File: src/rtl/stbank_pkg.sv
package stbank_pkg;

  localparam int WORD_W = 32;

  // width codes: anything else is a full-word bank
  localparam logic [1:0] BW8  = 2'd0;
  localparam logic [1:0] BW16 = 2'd1;

  // index of the final beat for a width code
  function automatic logic [1:0] last_beat(input logic [1:0] ws);
    case (ws)
      BW8:     return 2'd3;
      BW16:    return 2'd1;
      default: return 2'd0;
    endcase
  endfunction

  // byte increment of the external address between beats
  function automatic logic [2:0] beat_stride(input logic [1:0] ws);
    case (ws)
      BW8:     return 3'd1;
      BW16:    return 3'd2;
      default: return 3'd4;
    endcase
  endfunction

  // word slot that a beat maps to; reversed for big-endian
  function automatic logic [1:0] word_slot(input logic [1:0] beat, input logic big);
    return big ? ~beat : beat;
  endfunction

  function automatic logic [WORD_W-1:0] lane_out(input logic [WORD_W-1:0] word,
                                                  input logic [1:0] beat,
                                                  input logic [1:0] ws,
                                                  input logic big);
    logic [1:0] s;
    s = word_slot(beat, big);
    case (ws)
      BW8:     return {24'd0, word[{s, 3'b000} +: 8]};
      BW16:    return {16'd0, word[{s[0], 4'b0000} +: 16]};
      default: return word;
    endcase
  endfunction

  function automatic logic [WORD_W-1:0] merge_in(input logic [WORD_W-1:0] cur,
                                                  input logic [WORD_W-1:0] din,
                                                  input logic [1:0] beat,
                                                  input logic [1:0] ws,
                                                  input logic big);
    logic [WORD_W-1:0] r;
    logic [1:0] s;
    r = cur;
    s = word_slot(beat, big);
    case (ws)
      BW8:     r[{s, 3'b000} +: 8] = din[7:0];
      BW16:    r[{s[0], 4'b0000} +: 16] = din[15:0];
      default: r = din;
    endcase
    return r;
  endfunction

endpackage

File: src/rtl/stbank_decode.sv
module stbank_decode #(
  parameter int ADDR_W   = 28,
  parameter int N_STATIC = 4,
  parameter int ACC_W    = 4,
  localparam int SB_W    = $clog2(N_STATIC),
  localparam int OFS_W   = ADDR_W - SB_W - 1
) (
  input  logic [ADDR_W-1:0]         req_addr,
  input  logic [2*N_STATIC-1:0]     cfg_width,
  input  logic [ACC_W*N_STATIC-1:0] cfg_acc,
  output logic                      is_dyn,
  output logic [SB_W-1:0]           bank,
  output logic [1:0]                ws,
  output logic [ACC_W-1:0]          acc,
  output logic [OFS_W-1:0]          base
);

  logic [1:0]       ws_arr  [N_STATIC];
  logic [ACC_W-1:0] acc_arr [N_STATIC];

  for (genvar b = 0; b < N_STATIC; b++) begin : g_bank
    assign ws_arr[b]  = cfg_width[2*b +: 2];
    assign acc_arr[b] = cfg_acc[ACC_W*b +: ACC_W];
  end

  logic unused_lsb;
  assign unused_lsb = ^req_addr[1:0];

  assign is_dyn = req_addr[ADDR_W-1];
  assign bank   = req_addr[ADDR_W-2 -: SB_W];
  assign ws     = ws_arr[bank];
  assign acc    = acc_arr[bank];
  assign base   = {req_addr[OFS_W-1:2], 2'b00};

endmodule

File: src/rtl/stbank_seq.sv
module stbank_seq
  import stbank_pkg::*;
#(
  parameter int N_STATIC = 4,
  parameter int ACC_W    = 4,
  parameter int OFS_W    = 25,
  localparam int SB_W    = $clog2(N_STATIC)
) (
  input  logic               clk,
  input  logic               rst_n,
  input  logic               req_valid,
  input  logic               req_we,
  input  logic [WORD_W-1:0]  req_wdata,
  input  logic               cfg_big,
  input  logic               is_dyn,
  input  logic [SB_W-1:0]    bank_in,
  input  logic [1:0]         ws_in,
  input  logic [ACC_W-1:0]   acc_in,
  input  logic [OFS_W-1:0]   base_in,
  output logic               resp_done,
  output logic [WORD_W-1:0]  resp_rdata,
  output logic               dyn_flag,
  output logic [SB_W-1:0]    dyn_bank,
  output logic [N_STATIC-1:0] mem_cs_n,
  output logic               mem_oe_n,
  output logic               mem_we_n,
  output logic [OFS_W-1:0]   mem_addr,
  output logic [WORD_W-1:0]  mem_dout,
  input  logic [WORD_W-1:0]  mem_din,
  input  logic               mem_wait
);

  logic              busy, we_q, big_q, done_q, dyn_q;
  logic [SB_W-1:0]   bank_q, dyn_bank_q;
  logic [OFS_W-1:0]  addr_q;
  logic [WORD_W-1:0] wdata_q, rdata_q;
  logic [1:0]        ws_q, beat_q;
  logic [ACC_W-1:0]  acc_q, cnt_q;

  // named internal events
  logic accept, last_cyc, beat_end, final_end;
  assign accept    = req_valid && !busy;
  assign last_cyc  = busy && (cnt_q == '0);
  assign beat_end  = last_cyc && !mem_wait;
  assign final_end = beat_end && (beat_q == last_beat(ws_q));

  always_ff @(posedge clk or negedge rst_n) begin
    if (!rst_n) begin
      busy <= 1'b0; we_q <= 1'b0; big_q <= 1'b0; done_q <= 1'b0; dyn_q <= 1'b0;
      bank_q <= '0; dyn_bank_q <= '0; addr_q <= '0; wdata_q <= '0; rdata_q <= '0;
      ws_q <= '0; beat_q <= '0; acc_q <= '0; cnt_q <= '0;
    end else begin
      done_q <= final_end;
      dyn_q  <= accept && is_dyn;
      if (accept && is_dyn) dyn_bank_q <= bank_in;
      if (accept && !is_dyn) begin
        busy    <= 1'b1;
        bank_q  <= bank_in;
        addr_q  <= base_in;
        we_q    <= req_we;
        wdata_q <= req_wdata;
        ws_q    <= ws_in;
        acc_q   <= acc_in;
        big_q   <= cfg_big;
        beat_q  <= '0;
        cnt_q   <= acc_in;
        rdata_q <= '0;
      end else if (busy) begin
        if (cnt_q != '0) begin
          cnt_q <= cnt_q - 1'b1;
        end else if (beat_end) begin
          if (!we_q) rdata_q <= merge_in(rdata_q, mem_din, beat_q, ws_q, big_q);
          if (final_end) begin
            busy <= 1'b0;
          end else begin
            beat_q <= beat_q + 1'b1;
            addr_q <= addr_q + {{(OFS_W-3){1'b0}}, beat_stride(ws_q)};
            cnt_q  <= acc_q;
          end
        end
      end
    end
  end

  assign mem_cs_n   = busy ? ~(N_STATIC'(1) << bank_q) : '1;
  assign mem_oe_n   = !(busy && !we_q);
  assign mem_we_n   = !(busy && we_q);
  assign mem_addr   = addr_q;
  assign mem_dout   = (busy && we_q) ? lane_out(wdata_q, beat_q, ws_q, big_q) : '0;
  assign resp_done  = done_q;
  assign resp_rdata = rdata_q;
  assign dyn_flag   = dyn_q;
  assign dyn_bank   = dyn_bank_q;

  AST_CS_ONEHOT: assert property (@(posedge clk) disable iff (!rst_n)
    $onehot0(~mem_cs_n));
  AST_STROBE_EXCL: assert property (@(posedge clk) disable iff (!rst_n)
    !(!mem_oe_n && !mem_we_n));
  AST_WAIT_STRETCH: assert property (@(posedge clk) disable iff (!rst_n)
    (last_cyc && mem_wait) |=> (busy && $stable(addr_q) && $stable(beat_q) && cnt_q == '0));
  AST_EARLY_HOLD: assert property (@(posedge clk) disable iff (!rst_n)
    (busy && cnt_q != '0) |=> (busy && $stable(beat_q) && $stable(mem_cs_n)));
  AST_DONE_PULSE: assert property (@(posedge clk) disable iff (!rst_n)
    resp_done |=> !resp_done);
  AST_DYN_QUIET: assert property (@(posedge clk) disable iff (!rst_n)
    dyn_flag |-> (mem_cs_n == '1 && !resp_done));

endmodule

File: src/rtl/stbank_ctrl.sv
module stbank_ctrl
  import stbank_pkg::*;
#(
  parameter int ADDR_W   = 28,
  parameter int N_STATIC = 4,
  parameter int ACC_W    = 4,
  localparam int SB_W    = $clog2(N_STATIC),
  localparam int OFS_W   = ADDR_W - SB_W - 1
) (
  input  logic                      clk,
  input  logic                      rst_n,
  input  logic [2*N_STATIC-1:0]     cfg_width,
  input  logic [ACC_W*N_STATIC-1:0] cfg_acc,
  input  logic                      cfg_big,
  input  logic                      req_valid,
  input  logic [ADDR_W-1:0]         req_addr,
  input  logic                      req_we,
  input  logic [WORD_W-1:0]         req_wdata,
  output logic                      resp_done,
  output logic [WORD_W-1:0]         resp_rdata,
  output logic                      dyn_flag,
  output logic [SB_W-1:0]           dyn_bank,
  output logic [N_STATIC-1:0]       mem_cs_n,
  output logic                      mem_oe_n,
  output logic                      mem_we_n,
  output logic [OFS_W-1:0]          mem_addr,
  output logic [WORD_W-1:0]         mem_dout,
  input  logic [WORD_W-1:0]         mem_din,
  input  logic                      mem_wait
);

  logic             dec_dyn;
  logic [SB_W-1:0]  dec_bank;
  logic [1:0]       dec_ws;
  logic [ACC_W-1:0] dec_acc;
  logic [OFS_W-1:0] dec_base;

  stbank_decode #(.ADDR_W(ADDR_W), .N_STATIC(N_STATIC), .ACC_W(ACC_W)) i_decode (
    .req_addr (req_addr),
    .cfg_width(cfg_width),
    .cfg_acc  (cfg_acc),
    .is_dyn   (dec_dyn),
    .bank     (dec_bank),
    .ws       (dec_ws),
    .acc      (dec_acc),
    .base     (dec_base)
  );

  stbank_seq #(.N_STATIC(N_STATIC), .ACC_W(ACC_W), .OFS_W(OFS_W)) i_seq (
    .clk       (clk),
    .rst_n     (rst_n),
    .req_valid (req_valid),
    .req_we    (req_we),
    .req_wdata (req_wdata),
    .cfg_big   (cfg_big),
    .is_dyn    (dec_dyn),
    .bank_in   (dec_bank),
    .ws_in     (dec_ws),
    .acc_in    (dec_acc),
    .base_in   (dec_base),
    .resp_done (resp_done),
    .resp_rdata(resp_rdata),
    .dyn_flag  (dyn_flag),
    .dyn_bank  (dyn_bank),
    .mem_cs_n  (mem_cs_n),
    .mem_oe_n  (mem_oe_n),
    .mem_we_n  (mem_we_n),
    .mem_addr  (mem_addr),
    .mem_dout  (mem_dout),
    .mem_din   (mem_din),
    .mem_wait  (mem_wait)
  );

endmodule

File: config.mk
export PLATFORM = sky130hd
export DESIGN_NAME = stbank_ctrl
export DESIGN_NICKNAME = d
export VERILOG_FILES = /design/src/rtl/stbank_pkg.sv /design/src/rtl/stbank_decode.sv /design/src/rtl/stbank_seq.sv /design/src/rtl/stbank_ctrl.sv
export SDC_FILE = /design/constraint.sdc
export NUM_CORES = 1
export LEC_CHECK = 0
export BUFFER_PORTS_ARGS = -buffer_cell sky130_fd_sc_hd__buf_4
export CAP_MARGIN = 40
export CORE_MARGIN = 5
export CORE_UTILIZATION = 52
export CTS_BUF_LIST = sky130_fd_sc_hd__clkbuf_16
export DETAILED_ROUTE_END_ITERATION = 10
export PLACE_DENSITY = 0.82
export REMOVE_ABC_BUFFERS = 1
export SETUP_SLACK_MARGIN = 0.5
export SLEW_MARGIN = 20
export SYNTH_ARGS = -nofsm -noshare
export SYNTH_HDL_FRONTEND = slang
export SYNTH_SLANG_ARGS = --single-unit
File: constraint.sdc
create_clock -name clk -period 5.95 [get_ports clk]
set_input_delay 1.19 -clock clk [delete_from_list [all_inputs] [get_ports clk]]
set_output_delay 1.19 -clock clk [all_outputs]
set_load 0.01 [all_outputs]
==> results of run 1 <==
==> layout make-up <==
class,instances,area share
repair buffers,232,0.203
well taps,172,0.0248
multi-input cells,633,0.424
clock inverters,6,0.00273
inverters,9,0.00389
flip-flops and latches,110,0.317
clock buffers,9,0.0259
==> worst reg2reg max path, cell delays in order, from the launching register on <==
cell      delay, ps
dfrtp_1         490
buf_4           310
or2_2           540
inv_1           140
ha_1            200
fa_1            220
maj3_1          300
nor4b_1         750
nand4_1         290
o211ai_1        230
o311ai_0        150
==> per-stage QoR <==
stage | power (W) | std cells | util
after detailed placement | 0.00360 | 1154 | 0.666
final | 0.00416 | 1171 | 0.689
after floorplan | 0.00267 | 752 | -
after CTS | 0.00414 | 1169 | 0.686
after global placement | 0.00352 | 1152 | 0.665
after global routing | 0.00447 | 1171 | 0.689
==> sequential cells by signal (all words and copies together) (netlist names) <==
signal,count
i_seq.bank_q,2
i_seq.big_q,1
i_seq.dyn_bank,2
i_seq.resp_done,1
i_seq.ws_q,2
i_seq.busy,1
i_seq.wdata_q,32
i_seq.dyn_flag,1
i_seq.mem_addr,25
i_seq.resp_rdata,32
i_seq.beat_q,2
i_seq.acc_q,4
i_seq.cnt_q,4
i_seq.we_q,1
==> cell usage in the layout, fill, tap and decap left out, types with 12 or more instances in the layout <==
cell type | Yosys | layout
nor2_1 | 45 | 45
inv_1 | 9 | 12
a21o_1 | 14 | 14
o22ai_1 | 16 | 16
o211ai_1 | 15 | 15
buf_4 | 1 | 230
o21ai_0 | 36 | 36
nand2_1 | 233 | 233
a21oi_1 | 35 | 35
dfrtp_1 | 110 | 110
nand3_1 | 22 | 22
a31oi_1 | 12 | 12
and3_1 | 19 | 19
nor3_1 | 21 | 20
==> per-layer routing <==
metal | vias to the layer above | GRT usage
li1 | 3271 | -
met1 | 3359 | 0.370
met2 | 333 | 0.457
met3 | 38 | 0.0435
met4 | 0 | 0.100
met5 | - | 0
==> where the power goes <==
| group | leakage, nW | switching, W | total, W | internal (W) |
|---|---|---|---|---|
| sequential | 1.37 | 0.000365 | 0.00142 | 0.00105 |
| clock | 0.134 | 0.000264 | 0.000538 | 0.000274 |
| combinational | 2.63 | 0.00121 | 0.00221 | 0.000995 |
| total | 4.14 | 0.00184 | 0.00416 | 0.00232 |
==> logic make-up (layout without fill, tap and decap cells) <==
logic type	Yosys count	after routing	share of synthesized area
compound gates	201	201	0.210
mux	15	15	0.0370
xor+xnor	17	17	0.0222
flops	110	110	0.411
buf+inv	67	256	0.0417
simple gates	394	394	0.266
fa+ha+maj	6	6	0.0120
==> synth_stat cells, drive strengths merged (9+ instances only) <==
cell,number
a31oi,12
and3,19
nand4,10
a21oi,36
a21o,14
nor3,21
nand2,233
xnor2,9
clkbuf,38
buf,20
o211ai,15
nand3,22
nor2,46
a22o,9
dfrtp,110
o22ai,16
o21ai,43
inv,9
a22oi,9
==> how the worst max path moves through the flow <==
stage          cells after the start                 end  slack, ps
2_1_floorplan                      4   i_seq.mem_addr[2]       -390
3_3_place_gp                       7  i_seq.mem_addr[20]       2080
3_5_place_dp                      10  i_seq.mem_addr[20]       2280
4_1_cts                            7        mem_dout[11]       1990
5_1_grt                            7        mem_dout[11]       1790
6_report                           7        mem_dout[11]       1990
==> impl_metrics.toml, run 1 <==
[status]
outcome = "complete, no violations"

[finish]
antennaDiodeCount = 0
multi_input_area_um2 = 3680
final_area_um2 = 8690
nFillCells = 1069
seq_area_um2 = 2750
synthToLayoutAreaGrowth_pct = 29.9
final_nets = 1122
drive_gt1_frac = 0.279

[grt]
grt_pass1_wl_um = 33600
grt.total_usage = 0.277
grt_pass1_vias = 6702
overflow = 0
antenna_found_initial = 0
grt_max_degree = 67

[clocking]
cts_resized = 0
cts_tree = "done"
h-tree-depth = 3
cts_setup_buffers = 0
hold_buffers = 0
clkSinkCount = 110
cts-root-buf = "clkbuf_16"
cts.path.max_buffers = 2
clkSlewWorstSetupHoldPaths_ps = 70
clk_latency_ps = 350
numCtsBuffers = 9

[yosys]
synth_cell_types = 67
yosys.area.top_type = "dfrtp_1"
synth_top_flop_cell = "dfrtp_1"
async_flop_share = 1.00
synth_seq_area_share = 0.411
syn-mean-instance-area_um2 = 8.26
synth.cell_area_um2 = 6690
synth_cells = 810
ys_ff_latch = 110
synth_warnings = 0
synth_top_area_frac = 0.411
synthTopCellsByArea = "dfrtp_1 41%, nand2_1 13%, o21ai_0 2.7%, a21oi_1 2.6%, nor2_1 2.5%"
synth_edf_count = 0

[floorplan]
die_w_um = 123
die_y_um = 123
coreArea_um2 = 12600
num_rows = 41
dieArea_um2 = 15200
io_pins = 221
start_util = 0.530

[worst_setup_path]
critPathMaxFanout = 23
reg2reg_depth = 10
cp_slowest_cell = "dfrtp_1"
arrival_ps = 2770
r2r_end = "i_seq.mem_addr[20]"
path_buf_inv = 2
crit_family = "flip-flops"
startpoint = "i_seq.big_q"
reg2reg_slack_ps = 2200
cp_data_required_time_ps = 4760
regToRegStartpoint = "i_seq.ws_q[1]"
crit_path_start_kind = "flip-flop"
slowest_delay_ps = 870
crit_chain = "xnor2_2, buf_4, nor2_1, a22o_1, a22oi_1, nor2_1, buf_4"
endpoint_kind = "primary output"
critPathKind = "reg -> out"

[drt]
maxUsedRoutingLayer = "met4"
wire_per_inst_um = 18.1
routed_wl_um = 21200
drt-vias-per-instance = 5.98
ant_nets = 0
vias = 7001
dr_wl_met2_um = 10200
firstDrtPassIters = 5
wl_met3_um = 1640
wl_met1_um = 8900
drt_first_iter_violations = 776
drcViolationCount = 0

[placed_design]
io_buffers = 218
hpwl_um = 14800
dp_slack_ps = 2280
placed_area_um2 = 8410
place.gp.congestion = 0.830

[timing]
fmax_mhz = 253
tightest_slew_ps = 876
fin_tns_setup_ps = 0
final-max-slew-violation-count = 0
slew_headroom = 0.408
clock-skew-final_ps = 5.40
setup_violations = 0
rsz0062_at_grt = "no"
holdWs_ps = 477
fin_ws_ps = 1990
min_period_ps = 3960
fin_crit_sh = 0.665
hold_violations = 0

[power]
leakage_nw = 4.14
ir_worst_vdd_mv = 0.271
power_density_nw_per_um2 = 479

[min_path]
holdPathEnd = "i_seq.acc_q[1]"
min_from = "i_seq.acc_q[1]"
min_delay_path_depth = 2
holdCritPathClass = "reg -> reg"

[job]
cap_violations = 0
No activity file was read; power rests on OpenSTA's default activity.
==> run 2, diff against run 1 <==
Settings changed: ABC_AREA set to 1, PLACE_DENSITY 0.82 to 0.81.
Clock period 5.95 ns to 4.1 ns, I/O delays scaled along.
==> impl_metrics.toml, run 2 <==
[status]
outcome = "complete, no violations"

[grt]
grt_max_degree = 77
grt_pass1_wl_um = 37000
grt.total_usage = 0.275
grt_pass1_vias = 7554
antenna_found_initial = 0
overflow = 0

[yosys]
synth_warnings = 0
synth_cell_types = 43
ys_ff_latch = 110
syn-mean-instance-area_um2 = 6.75
synth_common_cells = "322 x nand2_1, 125 x o21ai_0, 110 x dfrtp_1"
synthTopCellsByArea = "dfrtp_1 37%, nand2_1 16%, o21ai_0 8.5%, nand3_1 6.5%, nor2_1 5.3%"
synth.most_common_cell = "nand2_1"
synth_cells = 1087
synth.cell_area_um2 = 7340
yosys.area.top_type = "dfrtp_1"
async_flop_share = 1.00
synth_top_flop_cell = "dfrtp_1"
synth_seq_area_share = 0.375
synth_top_area_frac = 0.375
synth_edf_count = 0

[clocking]
cts_tree = "done"
cts.path.max_buffers = 2
clkSlewWorstSetupHoldPaths_ps = 80
h-tree-depth = 3
cts-root-buf = "clkbuf_16"
clkSinkCount = 110
clk_latency_ps = 360
cts_resized = 0
numCtsBuffers = 9
cts_setup_buffers = 0
hold_buffers = 0

[floorplan]
num_rows = 43
die_y_um = 129
io_pins = 221
coreArea_um2 = 13900
dieArea_um2 = 16600
die_w_um = 129
start_util = 0.529

[drt]
drt-vias-per-instance = 5.60
ant_nets = 0
routed_wl_um = 23200
vias = 8172
drcViolationCount = 0
wire_per_inst_um = 15.9
drt_first_iter_violations = 818
firstDrtPassIters = 5

[worst_setup_path]
crit_chain = "buf_4, clkinv_1, o21ai_0, o21ai_0, nand3_1, a21oi_1, buf_4"
critPathMaxFanout = 42
critPathKind = "reg -> out"
endpoint_kind = "primary output"
cp_slowest_cell = "clkinv_1"
slowest_delay_ps = 500
arrival_ps = 2470
crit_path_start_kind = "flip-flop"
cp_data_required_time_ps = 3280

[min_path]
holdCritPathClass = "in -> async"

[timing]
setup_violations = 0
min_period_ps = 3290
slew_headroom = 0.446
fin_tns_setup_ps = 0
fin_crit_sh = 0.803
hold_violations = 0
final-max-slew-violation-count = 0
rsz0062_at_grt = "no"
holdWs_ps = 245
clock-skew-final_ps = 7.91
fmax_mhz = 304
tightest_slew_ps = 827

[placed_design]
placed_area_um2 = 9020
io_buffers = 218
place.gp.congestion = 0.885
hpwl_um = 16500

[finish]
drive_gt1_frac = 0.214
finalCoreUtilization = 0.672
layout_common_cells = "322 x nand2_1, 230 x buf_4, 125 x o21ai_0"
final_area_um2 = 9320
nFillCells = 1278
final_nets = 1400
synthToLayoutAreaGrowth_pct = 27.0
final_common_cell = "nand2_1"
antennaDiodeCount = 0

[power]
leakage_nw = 4.71
ir_worst_vdd_mv = 0.384
power_density_nw_per_um2 = 736

[job]
cap_violations = 0
run 2: changes by cell type after synthesis, moves of 19 or more:
cell      before  now
nand2_1      233  322
inv_1          9  102
and3_1        19    0
nor2_1        45  104
o211ai_1      15   34
o21ai_0       36  125
buf_2          7   28
clkbuf_1      38   17
nand3_1       22   96
run 2: per-layer routing:
layer / part of all wire / vias up / routed length, µm / track usage
met5: 0 / - / 0 / 0
met4: 0.025 / 0 / 591 / 0.101
met3: 0.075 / 50 / 1750 / 0.0340
met2: 0.49 / 340 / 11300 / 0.466
met1: 0.41 / 3837 / 9600 / 0.362
li1: - / 3945 / - / -
run 2: layout make-up:
| type | instances | area, µm² | share of cell area |
|---|---|---|---|
| timing repair buffer | 232 | 1770 | 0.190 |
| inverter | 109 | 414 | 0.0444 |
| tap | 180 | 225 | 0.0242 |
| clock inverter | 7 | 55.1 | 0.00590 |
| clock buffer | 9 | 225 | 0.0242 |
| multi-input combinational | 811 | 3880 | 0.416 |
| sequential | 110 | 2750 | 0.295 |
run 2: logic make-up after synthesis:
logic type               Yosys count  share of synthesized area
buffers and inverters            166                     0.0975
AO/OA/AOI/OAI                    233                      0.182
adder cells (fa/ha/maj)            5                    0.00954
AND/OR/NAND/NOR                  564                      0.325
flip-flops                       110                      0.375
XOR/XNOR                           9                     0.0118
run 2: report_power, final:
group / switching [W] / internal (W)
logic: 0.00250 / 0.00150
registers: 0.000439 / 0.00156
clock network: 0.000442 / 0.000420
run 2: critical path, delay by kind of cell, from the launching register on:
| family | cells | cell delay (ps) |
|---|---|---|
| AOI/OAI and AO/OA | 3 | 430 |
| DFF | 1 | 460 |
| and+or+nand+nor | 1 | 70 |
| buffers and inverters | 3 | 1130 |
run 2: worst paths after layout:
| kind | startpoint | endpoint | slack [ps] | depth (start not counted) |
|---|---|---|---|---|
| hold / removal | rst_n | i_seq.dyn_bank[0] | 250 | 1 |
| setup / recovery | i_seq.ws_q[1] | mem_dout[7] | 810 | 7 |
| hold reg to reg | i_seq.wdata_q[6] | i_seq.wdata_q[6] | 470 | 2 |
| max in group asynchronous | rst_n | i_seq.resp_rdata[16] | 2850 | 3 |
| setup reg to reg | i_seq.ws_q[1] | i_seq.mem_addr[16] | 1410 | 13 |
| min in group clk | i_seq.wdata_q[6] | i_seq.wdata_q[6] | 470 | 2 |
run 2: through the flow:
| stage | power [W] | setup WS (ps) | cells |
|---|---|---|---|
| 6_report | 0.00686 | 809 | 1458 |
| 5_1_grt | 0.00744 | 658 | 1458 |
| 4_1_cts | 0.00684 | 803 | 1457 |
| 3_5_place_dp | 0.00598 | 1190 | 1441 |
| 3_3_place_gp | 0.00588 | 1220 | 1440 |
| 2_1_floorplan | 0.00437 | 364 | 1030 |
